### src/rtl/bsq_pkg.sv
package bsq_pkg;
  typedef enum logic {
    ORD_LINEAR     = 1'b0,
    ORD_INTERLEAVE = 1'b1
  } order_e;

  typedef enum logic [1:0] {
    OP_HOLD = 2'd0,
    OP_LOAD = 2'd1,
    OP_STEP = 2'd2
  } op_e;
endpackage

### src/rtl/bsq_base_reg.sv
module bsq_base_reg #(
  parameter int ADDR_W = 20
) (
  input  logic              clk,
  input  logic              rst,
  input  bsq_pkg::op_e      op,
  input  logic [ADDR_W-1:0] start_addr,
  output logic [ADDR_W-1:0] base
);
  always_ff @(posedge clk) begin
    if (rst) base <= '0;
    else if (op == bsq_pkg::OP_LOAD) base <= start_addr;
  end

  // the captured base changes only on a load
  a_r5_base_hold: assert property (@(posedge clk) disable iff (rst)
    (op != bsq_pkg::OP_LOAD) |=> $stable(base));
  // a load captures the start address
  a_r2_base_load: assert property (@(posedge clk) disable iff (rst)
    (op == bsq_pkg::OP_LOAD) |=> (base == $past(start_addr)));
endmodule

### src/rtl/bsq_step_ctr.sv
module bsq_step_ctr #(
  parameter int OFS_W = 2
) (
  input  logic             clk,
  input  logic             rst,
  input  bsq_pkg::op_e     op,
  output logic [OFS_W-1:0] step,
  output logic [OFS_W-1:0] step_nxt
);
  always_comb begin
    unique case (op)
      bsq_pkg::OP_LOAD: step_nxt = '0;
      bsq_pkg::OP_STEP: step_nxt = step + 1'b1;
      default:          step_nxt = step;
    endcase
  end

  always_ff @(posedge clk) begin
    if (rst) step <= '0;
    else     step <= step_nxt;
  end

  // each advance moves the beat count by one, modulo the burst length
  a_r6_step_inc: assert property (@(posedge clk) disable iff (rst)
    (op == bsq_pkg::OP_STEP) |=> (step == $past(step) + 1'b1));
  // suspend holds the beat count
  a_r7_step_hold: assert property (@(posedge clk) disable iff (rst)
    (op == bsq_pkg::OP_HOLD) |=> $stable(step));
endmodule

### src/rtl/bsq_offset_gen.sv
module bsq_offset_gen #(
  parameter int OFS_W = 2
) (
  input  logic             [OFS_W-1:0] start_ofs,
  input  logic             [OFS_W-1:0] beat,
  input  bsq_pkg::order_e              order,
  output logic             [OFS_W-1:0] ofs
);
  logic [OFS_W-1:0] lin_ofs;
  logic [OFS_W-1:0] ilv_ofs;

  assign lin_ofs = start_ofs + beat;

  for (genvar b = 0; b < OFS_W; b++) begin : g_xor
    assign ilv_ofs[b] = start_ofs[b] ^ beat[b];
  end

  assign ofs = (order == bsq_pkg::ORD_INTERLEAVE) ? ilv_ofs : lin_ofs;

  // beat zero always maps to the start offset in both orders
  always_comb begin
    if (beat == '0) a_r4_beat0: assert (ofs == start_ofs);
  end
endmodule

### src/rtl/burst_addr_seq.sv
module burst_addr_seq #(
  parameter int ADDR_W = 20,
  parameter int OFS_W  = 2
) (
  input  logic              clk,
  input  logic              rst,
  input  logic              susp,
  input  logic              adv_step,
  input  logic              ord_sel,
  input  logic [ADDR_W-1:0] start_addr,
  output logic [ADDR_W-1:0] word_addr
);
  localparam int UP_W = ADDR_W - OFS_W;

  bsq_pkg::op_e    op;
  bsq_pkg::order_e order;
  logic [ADDR_W-1:0] base;
  logic [OFS_W-1:0]  step;
  logic [OFS_W-1:0]  step_nxt;
  logic [OFS_W-1:0]  ofs;

  always_comb begin
    if (susp)           op = bsq_pkg::OP_HOLD;
    else if (!adv_step) op = bsq_pkg::OP_LOAD;
    else                op = bsq_pkg::OP_STEP;
  end

  assign order = bsq_pkg::order_e'(ord_sel);

  bsq_base_reg #(.ADDR_W(ADDR_W)) u_base (
    .clk(clk), .rst(rst), .op(op), .start_addr(start_addr), .base(base)
  );

  bsq_step_ctr #(.OFS_W(OFS_W)) u_step (
    .clk(clk), .rst(rst), .op(op), .step(step), .step_nxt(step_nxt)
  );

  bsq_offset_gen #(.OFS_W(OFS_W)) u_ofs (
    .start_ofs(base[OFS_W-1:0]), .beat(step_nxt), .order(order), .ofs(ofs)
  );

  always_ff @(posedge clk) begin
    if (rst) begin
      word_addr <= '0;
    end else begin
      unique case (op)
        bsq_pkg::OP_LOAD: word_addr <= start_addr;
        bsq_pkg::OP_STEP: word_addr <= {base[ADDR_W-1:OFS_W], ofs};
        default:          word_addr <= word_addr;
      endcase
    end
  end

  // reset drives the output to zero
  a_r1_reset_zero: assert property (@(posedge clk)
    rst |=> (word_addr == '0));
  // a load presents the start address on the next cycle
  a_r2_load_out: assert property (@(posedge clk) disable iff (rst)
    (!susp && !adv_step) |=> (word_addr == $past(start_addr)));
  // upper bits stay fixed while advancing
  a_r5_upper_fixed: assert property (@(posedge clk) disable iff (rst)
    (!susp && adv_step) |=> (word_addr[ADDR_W-1:OFS_W] == $past(word_addr[ADDR_W-1:OFS_W])));
  // suspend freezes the output
  a_r7_out_hold: assert property (@(posedge clk) disable iff (rst)
    susp |=> $stable(word_addr));

  logic unused_up;
  assign unused_up = (UP_W > 0) ? 1'b0 : 1'b1;
endmodule

### config.mk
export PLATFORM = sky130hd
export DESIGN_NAME = burst_addr_seq
export DESIGN_NICKNAME = d
export VERILOG_FILES = /design/src/rtl/bsq_pkg.sv /design/src/rtl/bsq_base_reg.sv /design/src/rtl/bsq_step_ctr.sv /design/src/rtl/bsq_offset_gen.sv /design/src/rtl/burst_addr_seq.sv
export SDC_FILE = /design/constraint.sdc
export NUM_CORES = 1
export LEC_CHECK = 0
export ABC_AREA = 1
export CORE_ASPECT_RATIO = 1.75
export CORE_MARGIN = 2
export CORE_UTILIZATION = 45
export CTS_CLUSTER_SIZE = 12
export DETAILED_ROUTE_END_ITERATION = 10
export PLACE_DENSITY = 0.75
export SLEW_MARGIN = 0
export SYNTH_ARGS = -nofsm -noshare
export SYNTH_HDL_FRONTEND = slang
export SYNTH_HIERARCHICAL = 1
export SYNTH_SLANG_ARGS = --single-unit
### constraint.sdc
create_clock -name clk -period 1.95 [get_ports clk]
set_input_delay 0.2925 -clock clk [delete_from_list [all_inputs] [get_ports clk]]
set_output_delay 0.2925 -clock clk [all_outputs]
set_load 0.005 [all_outputs]
## Word level (Yosys, flattened, before mapping)

Cells that the tools add are included.

- Output and inout port bits: 20
- Logic and storage cells: 15
- RAM bits: 0
- Memories: 0
- Bits in latches: 0
- Flip-flop bits (word level): 42
- Memory bits (read-only): 0
- Input port bits: 25

- Divide/modulo/power cells: 0
- Reductions and logical operators: 1
- $lt $le $gt $ge: 0
- Shift operators: 0
- $mul: 0
- Eq/ne operators: 2
- Muxes and demuxes: 5
- Bitwise gates (word level): 2
- Add/subtract/negate cells: 2

Operator list:

| cell | count |
|---|---|
| 20-bit one-hot mux with 2 select lines | 1 |
| 2-bit 2-to-1 mux | 3 |
| 2-bit one-hot mux with 2 select lines | 1 |
| 2-bit by 1-bit adder with 2-bit output (second input constant) | 1 |
| 2-bit adder | 1 |
| 2-bit by 1-bit equality test with 1-bit output (second input constant) | 1 |
| 2-bit equality test (second input constant) | 1 |
| 2-bit nonzero test | 1 |
| 1-bit bitwise XOR | 2 |

## Longest topological paths before layout

Gate-level depths: netlist of run 1.

- Depth after elaboration: 7
- Mapped depth: 18
- Gate-level depth less buffers: 17

## Cells and area by module

The synthesis of run 1 kept the hierarchy.

By module, submodules not included:

| module | seq. area each (µm²) | cells each | area an instance (µm²) | times used |
|---|---|---|---|---|
| burst_addr_seq | 400.4 | 155 | 1032.2 | 1 |
| bsq_base_reg | 400.4 | 132 | 860.8 | 1 |
| bsq_step_ctr | 40.0 | 18 | 115.1 | 1 |
| bsq_offset_gen | 0.0 | 15 | 67.6 | 1 |

## Worst setup path before layout of run 1

No wires, ideal clock.

- Path type: input to register
- Start: in adv_step
- End: reg word_addr[1]
- Path buffers: 1
- Data required time: 1841 ps
- Stages: 16
- Setup time: 109 ps
- Arrival: 1919 ps
- Slack: -78 ps
- Cells stage by stage: nor2_2 buf_6 inv_1 ha_1 or2_1 nand3_1 inv_1 ha_1 nand2_1 nand3_1 nand2_1 inv_1 nand3_1 nand3_1 nand2_1 inv_1

- Longest elaborated chain between the ends: 7
- Elaborated cells on any way between the ends: 10
- Those cells by class: add/sub (1); eq/ne (2); mux (5); bitwise (1); reduce/logical (1)

Ends and longest elaborated chain:

| what | RTL line | source |
|---|---|---|
| start: declaration | burst_addr_seq.sv:8 | `input logic adv_step,` |
| 2-bit 2-to-1 mux * | burst_addr_seq.sv:24 | `else if (!adv_step) op = bsq_pkg::OP_LOAD;` |
| 2-bit 2-to-1 mux * | burst_addr_seq.sv:23 | `if (susp) op = bsq_pkg::OP_HOLD;` |
| net op[0] | burst_addr_seq.sv:15 | `bsq_pkg::op_e op;` |
| 2-bit equality test or 2-bit by 1-bit equality test with 1-bit output (tied branches) | bsq_step_ctr.sv:11 | `unique case (op)` |
| 2-bit one-hot mux with 2 select lines * | bsq_step_ctr.sv:11 |  |
| net step_nxt[0] | burst_addr_seq.sv:19 | `logic [OFS_W-1:0] step_nxt;` |
| 2-bit adder * | bsq_offset_gen.sv:12 | `assign lin_ofs = start_ofs + beat;` |
| 2-bit 2-to-1 mux * | bsq_offset_gen.sv:18 | `assign ofs = (order == bsq_pkg::ORD_INTERLEAVE) ? ilv_ofs : lin_ofs;` |
| net ofs[1] | burst_addr_seq.sv:20 | `logic [OFS_W-1:0] ofs;` |
| 20-bit one-hot mux with 2 select lines * | burst_addr_seq.sv:46 | `unique case (op)` |
| end signal: assignment | burst_addr_seq.sv:47 | `bsq_pkg::OP_LOAD: word_addr <= start_addr;` |
| end signal: assignment | burst_addr_seq.sv:48 | `bsq_pkg::OP_STEP: word_addr <= {base[ADDR_W-1:OFS_W], ofs};` |
| end signal: assignment | burst_addr_seq.sv:49 | `default: word_addr <= word_addr;` |
| end: declaration | burst_addr_seq.sv:11 | `output logic [ADDR_W-1:0] word_addr` |

Mark *: on every way through the listed nets, which the timed path passes. The rest lies on a longest branch.
A chain may end at the register's enable or synchronous reset.

## Final worst setup path of run 1

Same ends and word-level chain as after synthesis.

==> results by group, run 1 <==
Synthesis
  • Ranking of synthesized cells by instance count: 70 x sky130_fd_sc_hd__nand2_1, 65 x sky130_fd_sc_hd__nand3_1, 54 x sky130_fd_sc_hd__inv_1
  • Count of different cell masters after synthesis: 14
  • Post-synth EDFFs: 0
  • Register bit count reported by yosys: 42
  • Gate Count Post-Synth: 320
  • Ys Warns: 6
  • Top cells by area in the synthesized netlist: sky130_fd_sc_hd__dfxtp_1 41%, sky130_fd_sc_hd__nand3_1 16%, sky130_fd_sc_hd__nand2_1 13%
  • Top-area cell type share of the netlist area: 40.51%
  • Area leader, netlist: sky130_fd_sc_hd__dfxtp_1
  • Flip-flop cell with the highest count after synthesis: sky130_fd_sc_hd__dfxtp_1
  • Share of the yosys chip area belonging to registers: 40.51%
  • Summed instance area of the synthesized netlist: 2076 µm²
  • Mean post-synth cell area: 6.487 µm²
  • Net Count, Synth: 347
  • Most frequently used cell type in the post-synthesis netlist: sky130_fd_sc_hd__nand2_1
  • Post-synthesis async set-or-reset flop share: 0%

Route
  • Initial detailed-routing violation count: 43
  • Per-cell routed wire length: 11.06 µm
  • Drt first pass iters: 4
  • Number of remaining DRC errors: 0
  • Routed vias/inst: 4.849
  • Via count of the routed design: 2017
  • Routed wire length: 4601 µm
  • Detail Route Antenna Nets: 0

Setup path
  • Type of the setup path with the least slack: in -> reg
  • Worst EP required: 2.14 ns
  • Worst EP arrival: 1.88 ns
  • Type of element launching the critical path: primary input
  • Crit-path max FO: 3
  • FF-to-FF path depth: 14
  • Critical Path Sink Type: register

GRT
  • Global-route total usage across every layer: 19.47%
  • Maximum number of pins on one net before global-route repair: 42
  • Antenna violations before repair: 0
  • Via count of the first global-routing pass: 1953
  • Congestion Overflow GR: 0
  • Wire length of the first global-routing pass: 8266 µm

Job
  • Maxcap violations: 0

STA
  • Relative slew slack: 54.29%
  • Final period util: 86.52%
  • Final setup vio count: 0
  • Setup_tns: 0 ns
  • Measured slew at the worst slew-check pin: 0.6848 ns
  • Unrepaired setup endpoints after global routing: no
  • Pins Over Slew Limit: 0
  • Final period demand of the worst path: 1.687 ns
  • Peak Freq: 0.5927 GHz
  • Worst-case clock skew: 0.004778 ns
  • Number of failing hold endpoints at the final stage: 0

Finish
  • Utilization of the core after routing: 60.37%
  • Net total in the final layout: 391
  • Fraction of layout cells with a size suffix above 1: 12.60%
  • Growth of design area from synthesis to finish: 28.09%
  • Antenna diode count: 0

Clock network
  • Clock Path Buffers: 2
  • Clock sink count: 42
  • CTS Hold Buffers Added: 0
  • Root buffer selected by CTS: sky130_fd_sc_hd__clkbuf_8
  • CTS tree: built
  • CTS Buf Count: 5
  • H-tree level count: 2
  • CTS clk-pin slew, worst paths: 0.08 ns
  • Clock latency at the later pin of the worst-skew pair: 0.29 ns

Power and ir drop
  • Reported leakage power: 1.381 nW
  • Max IR drop VDD: 0.7922 mV
  • PD cells: 692.5 nW/µm²

Die
  • Initial Utilization: 47.13%
  • Std-Cell Rows: 32
  • Core Region: 4404 µm²
  • Io pins: 45
  • DIE AREA: 5193 µm²
  • Chip height: 93.85 µm
  • DIE WIDTH: 55.34 µm

Placement
  • HPWL reported at the end of detailed placement: 3186 µm
  • Placer's final routability congestion estimate: 0.7592
  • Buffers added on ports: 44

Worst hold path
  • Hold/Removal Path Class: reg -> reg
  • Worst hold path depth: 2

Run status
  • Outcome: completed
-- where the power goes --
group	switching, mW	internal [mW]
sequential	0.0263	0.909
clock	0.286	0.286
combinational	0.172	0.162
-- per-layer routing --
metal / global-route usage (%) / vias up / wire (µm)
met2: 36.81 / 35 / 2418
li1: - / 1042 / -
met5: 0 / - / 0
met3: 3.306 / 5 / 131
met4: 7.927 / 0 / 73
met1: 20.94 / 935 / 1977
-- cell families (layout without fill, tap and decap cells) --
| logic type | count (synthesis) | in the layout | share of synthesized area, % |
|---|---|---|---|
| simple gates | 201 | 201 | 42.92 |
| buf+inv | 75 | 120 | 15.37 |
| flops | 42 | 42 | 40.51 |
| fa+ha+maj | 2 | 2 | 1.205 |
-- path summary, 6_finish.rpt --
kind | startpoint | endpoint | slack (ns)
worst min register to register | u_base/base[4] | u_base/base[4] | 0.49
worst max-delay path | adv_step | word_addr[1] | 0.26
worst max register to register | u_step/step[0] | word_addr[1] | 0.58
worst min-delay path | u_base/base[4] | u_base/base[4] | 0.49
-- cells in the final DEF, fill, tap and decap left out --
master                            Yosys  routed
sky130_fd_sc_hd__nand2_1             70      70
sky130_fd_sc_hd__nand3_1             65      65
sky130_fd_sc_hd__inv_1               54      54
sky130_fd_sc_hd__nor2_1              44      43
sky130_fd_sc_hd__clkdlybuf4s50_1      0      42
sky130_fd_sc_hd__dfxtp_1             42      42
sky130_fd_sc_hd__nand2_2             19      19
sky130_fd_sc_hd__buf_4                2      11
sky130_fd_sc_hd__clkbuf_8             0       6
sky130_fd_sc_hd__inv_2                3       3
sky130_fd_sc_hd__nor2_2               2       2
sky130_fd_sc_hd__clkbuf_2             0       2
sky130_fd_sc_hd__nor2_4               0       1
sky130_fd_sc_hd__clkinv_2             0       1
sky130_fd_sc_hd__clkbuf_1             2       1
sky130_fd_sc_hd__ha_1                 2       1
sky130_fd_sc_hd__or2_1                1       1
sky130_fd_sc_hd__ha_4                 0       1
-- registers in the layout (all words and copies together), names as in the netlist --
name and count:
u_step/step 2, word_addr 20, u_base/base 20
-- area by class of cell --
cell class	count	area [µm²]
well taps	51	63.81
fillers	432	1745
clock inverters	1	5.005
flip-flops and latches	42	840.8
clock buffers	7	86.33
inverters	57	214.0
repair buffers	55	513.0
multi-input cells	203	935.9
-- what timing repair did --
item	4_1_cts	5_1_grt
pin swaps	1	1
gates resized for setup	2	4
setup buffers	0	0
hold endpoints to repair	0	0
setup endpoints to repair	2	1
-- metrics by stage --
step / setup slack, ns / power, mW / hold slack, ns / instances / instance area [µm²]
3_5_place_dp: -0.4660 / 1.293 / 0.4716 / 408 / 2577
4_1_cts: 0.08453 / 1.870 / 0.4874 / 416 / 2666
2_1_floorplan: 0.003272 / 1.145 / 0.3649 / 320 / 2096
3_3_place_gp: -0.4187 / 1.285 / 0.4613 / 408 / 2577
6_report: 0.2628 / 1.841 / 0.4868 / 416 / 2659
5_1_grt: 0.06485 / 1.944 / 0.5164 / 416 / 2659
-- critical path: stages --
cell,delay (ns)
sky130_fd_sc_hd__clkbuf_2,0.14
sky130_fd_sc_hd__inv_2,0.04
sky130_fd_sc_hd__nor2_2,0.16
sky130_fd_sc_hd__ha_4,0.23
sky130_fd_sc_hd__or2_1,0.22
sky130_fd_sc_hd__nand3_1,0.10
sky130_fd_sc_hd__inv_1,0.05
sky130_fd_sc_hd__ha_1,0.18
sky130_fd_sc_hd__nand2_1,0.07
sky130_fd_sc_hd__nand3_1,0.07
sky130_fd_sc_hd__nand2_1,0.06
sky130_fd_sc_hd__inv_1,0.03
sky130_fd_sc_hd__nand3_1,0.07
sky130_fd_sc_hd__nand3_1,0.06
sky130_fd_sc_hd__nand2_1,0.05
sky130_fd_sc_hd__inv_1,0.05
No activity file was read; power rests on OpenSTA's default activity.
==> inputs of run 2 (changes only) <==
--- a/config.mk
+++ b/config.mk
@@ -12,7 +12,6 @@
 export CTS_CLUSTER_SIZE = 12
 export DETAILED_ROUTE_END_ITERATION = 10
 export PLACE_DENSITY = 0.75
-export SLEW_MARGIN = 0
 export SYNTH_ARGS = -nofsm -noshare
 export SYNTH_HDL_FRONTEND = slang
 export SYNTH_HIERARCHICAL = 1
==> results of run 2 <==
Final layout, timing and power as in run 1 (identical DEF).
==> inputs of run 3 (changes only) <==
--- a/config.mk
+++ b/config.mk
@@ -8,10 +8,11 @@
 export ABC_AREA = 1
 export CORE_ASPECT_RATIO = 1.75
 export CORE_MARGIN = 2
-export CORE_UTILIZATION = 45
+export CORE_UTILIZATION = 40
 export CTS_CLUSTER_SIZE = 12
 export DETAILED_ROUTE_END_ITERATION = 10
-export PLACE_DENSITY = 0.75
+export HOLD_SLACK_MARGIN = 0.08
+export PLACE_DENSITY = 0.68
 export SYNTH_ARGS = -nofsm -noshare
 export SYNTH_HDL_FRONTEND = slang
 export SYNTH_HIERARCHICAL = 1
==> results by group, run 3 (synthesis results as in run 1) <==
GRT
  • Busiest metal layer after global routing: met2
  • Via count of the first global-routing pass: 1825
  • Met2 track demand over resource in global routing: 31.29%
  • Antenna violations before repair: 0
  • Global-route total usage across every layer: 17.25%
  • GR Layer Usage met3: 3.511%
  • Maximum number of pins on one net before global-route repair: 42
  • Grt met1 use: 19.33%
  • Wire length of the first global-routing pass: 7941 µm
  • Congestion Overflow GR: 0

Setup path
  • Worst EP required: 2.14 ns
  • Crit-path max cell delay: 0.27 ns
  • Critical Path Sink Type: register
  • Cell chain of the critical path: clkbuf_2, nor2_4, inv_1, ha_4, inv_1, nand2_1, nand3_1, inv_1, ha_1, inv_1, nor2_1, nand3_1, nand2_1, inv_1, nand3_1, nand3_1, nand2_1, inv_1
  • Critical-path top delay cell: sky130_fd_sc_hd__ha_4
  • Worst setup path startpoint: susp
  • Worst EP arrival: 1.87 ns
  • Startpoint of the lowest-slack register-to-register path: u_step/step[0]
  • Crit-path max FO: 4
  • Most prevalent standard cell on the critical path: sky130_fd_sc_hd__inv_1
  • Type of element launching the critical path: primary input
  • Type of the setup path with the least slack: in -> reg
  • R2R Setup Slk: 0.53 ns

Placement
  • Total cell area at the placement stage: 2581 µm²
  • Post-placement worst setup slack: -0.5021 ns
  • Buffers added on ports: 44
  • HPWL reported at the end of detailed placement: 3148 µm
  • Placer's final routability congestion estimate: 0.7617

Worst hold path
  • Hold/Removal Path Class: in -> reg
  • Worst Min Path Start: susp

Finish
  • Regs by FF count: u_base/base (20), word_addr (20), u_step/step (2)
  • Commonest non-fill, non-tap cell in the layout: sky130_fd_sc_hd__nand2_1
  • Growth of design area from synthesis to finish: 28.69%
  • Finished layout cell area: 2671 µm²
  • Net total in the final layout: 391
  • Commonest cells after routing, fill and taps aside: 70 x sky130_fd_sc_hd__nand2_1, 65 x sky130_fd_sc_hd__nand3_1, 54 x sky130_fd_sc_hd__inv_1, 43 x sky130_fd_sc_hd__nor2_1
  • Fraction of layout cells with a size suffix above 1: 12.88%
  • Antenna diode count: 0

Die
  • Core Region: 4977 µm²
  • Initial Utilization: 41.70%
  • Io pins: 45
  • DIE AREA: 5804 µm²
  • Chip height: 99.30 µm
  • Std-Cell Rows: 34
  • DIE WIDTH: 58.46 µm

Clock network
  • CTS Buf Count: 5
  • Clock latency at the later pin of the worst-skew pair: 0.29 ns
  • Clock sink count: 42
  • H-tree level count: 2
  • Root buffer selected by CTS: sky130_fd_sc_hd__clkbuf_8
  • CTS tree: built
  • CTS clk-pin slew, worst paths: 0.08 ns
  • Clock Path Buffers: 2
  • CTS Hold Buffers Added: 0

Job
  • Maxcap violations: 0

Route
  • Number of remaining DRC errors: 0
  • Routed wire length: 4670 µm
  • Via count of the routed design: 1986
  • Initial detailed-routing violation count: 53
  • Per-cell routed wire length: 11.15 µm
  • Detail Route Antenna Nets: 0
  • Routed vias/inst: 4.740
  • Drt first pass iters: 4

STA
  • Relative slew slack: 54.06%
  • Final setup vio count: 0
  • Unrepaired setup endpoints after global routing: no
  • Final setup slack of the worst path: 0.2687 ns
  • Number of failing hold endpoints at the final stage: 0
  • Final period demand of the worst path: 1.681 ns
  • Worst-case clock skew: 0.004742 ns
  • Peak Freq: 0.5948 GHz
  • Pins Over Slew Limit: 0
  • Worst hold slack: 0.4177 ns
  • Final period util: 86.22%
  • Measured slew at the worst slew-check pin: 0.6883 ns

Run status
  • Outcome: completed

Power and ir drop
  • Max IR drop VDD: 0.5095 mV
  • Reported leakage power: 1.380 nW
  • PD cells: 695.2 nW/µm²
run 3: cell types whose count changed in the layout (fill, tap and decap cells not counted), sizes merged:
cell | previous run | this run
clkinvlp | 0 | 1
clkbuf | 9 | 8
run 3: layout make-up:
type | instances | area [µm²]
multi-input combinational | 203 | 940.9
clock inverter | 2 | 12.51
tap | 54 | 67.56
sequential | 42 | 840.8
timing repair buffer | 55 | 513.0
fill | 512 | 2306
clock buffer | 6 | 82.58
inverter | 57 | 214.0
run 3: path summary, 6_finish.rpt:
check | to | cells after the start
max | word_addr[1] | 18
max reg2reg | word_addr[1] | 14
min reg2reg | u_base/base[5] | 2
min | word_addr[17] | 5
run 3: through the flow:
| step | TNS (ns) | instances | total power [mW] | util [%] |
|---|---|---|---|---|
| 6_report | 0 | 419 | 1.857 | 53.67 |
| 5_1_grt | 0 | 419 | 1.957 | 53.67 |
| 4_1_cts | 0 | 419 | 1.880 | 53.82 |
| 3_5_place_dp | -2.159 | 411 | 1.296 | 51.86 |
| 3_3_place_gp | -1.080 | 411 | 1.291 | 51.86 |
| 2_1_floorplan | 0 | 320 | 1.145 | - |
run 3: power breakdown:
group / total, mW / internal [mW] / switching, mW / leakage (nW)
logic: 0.339 / 0.165 / 0.175 / 0.988
clock network: 0.584 / 0.285 / 0.299 / 0.0472
registers: 0.934 / 0.909 / 0.0252 / 0.345
total: 1.86 / 1.36 / 0.499 / 1.38
run 3: timing repair:
item                       CTS  global route
buffers inserted             0             0
gates resized for setup      3             4
setup endpoints to repair    2             1
run 3: worst max-delay path: cells and delay by family:
family	cells	cell delay, ns
simple gates	9	0.69
buf+inv	7	0.45
fa+ha+maj	2	0.42
run 3: metal layers:
metal  part of all wire (%)  wire length, µm
met5                      0                0
met1                     42             1949
met3                    4.3              201
met2                     53             2487
met4                   0.66               31
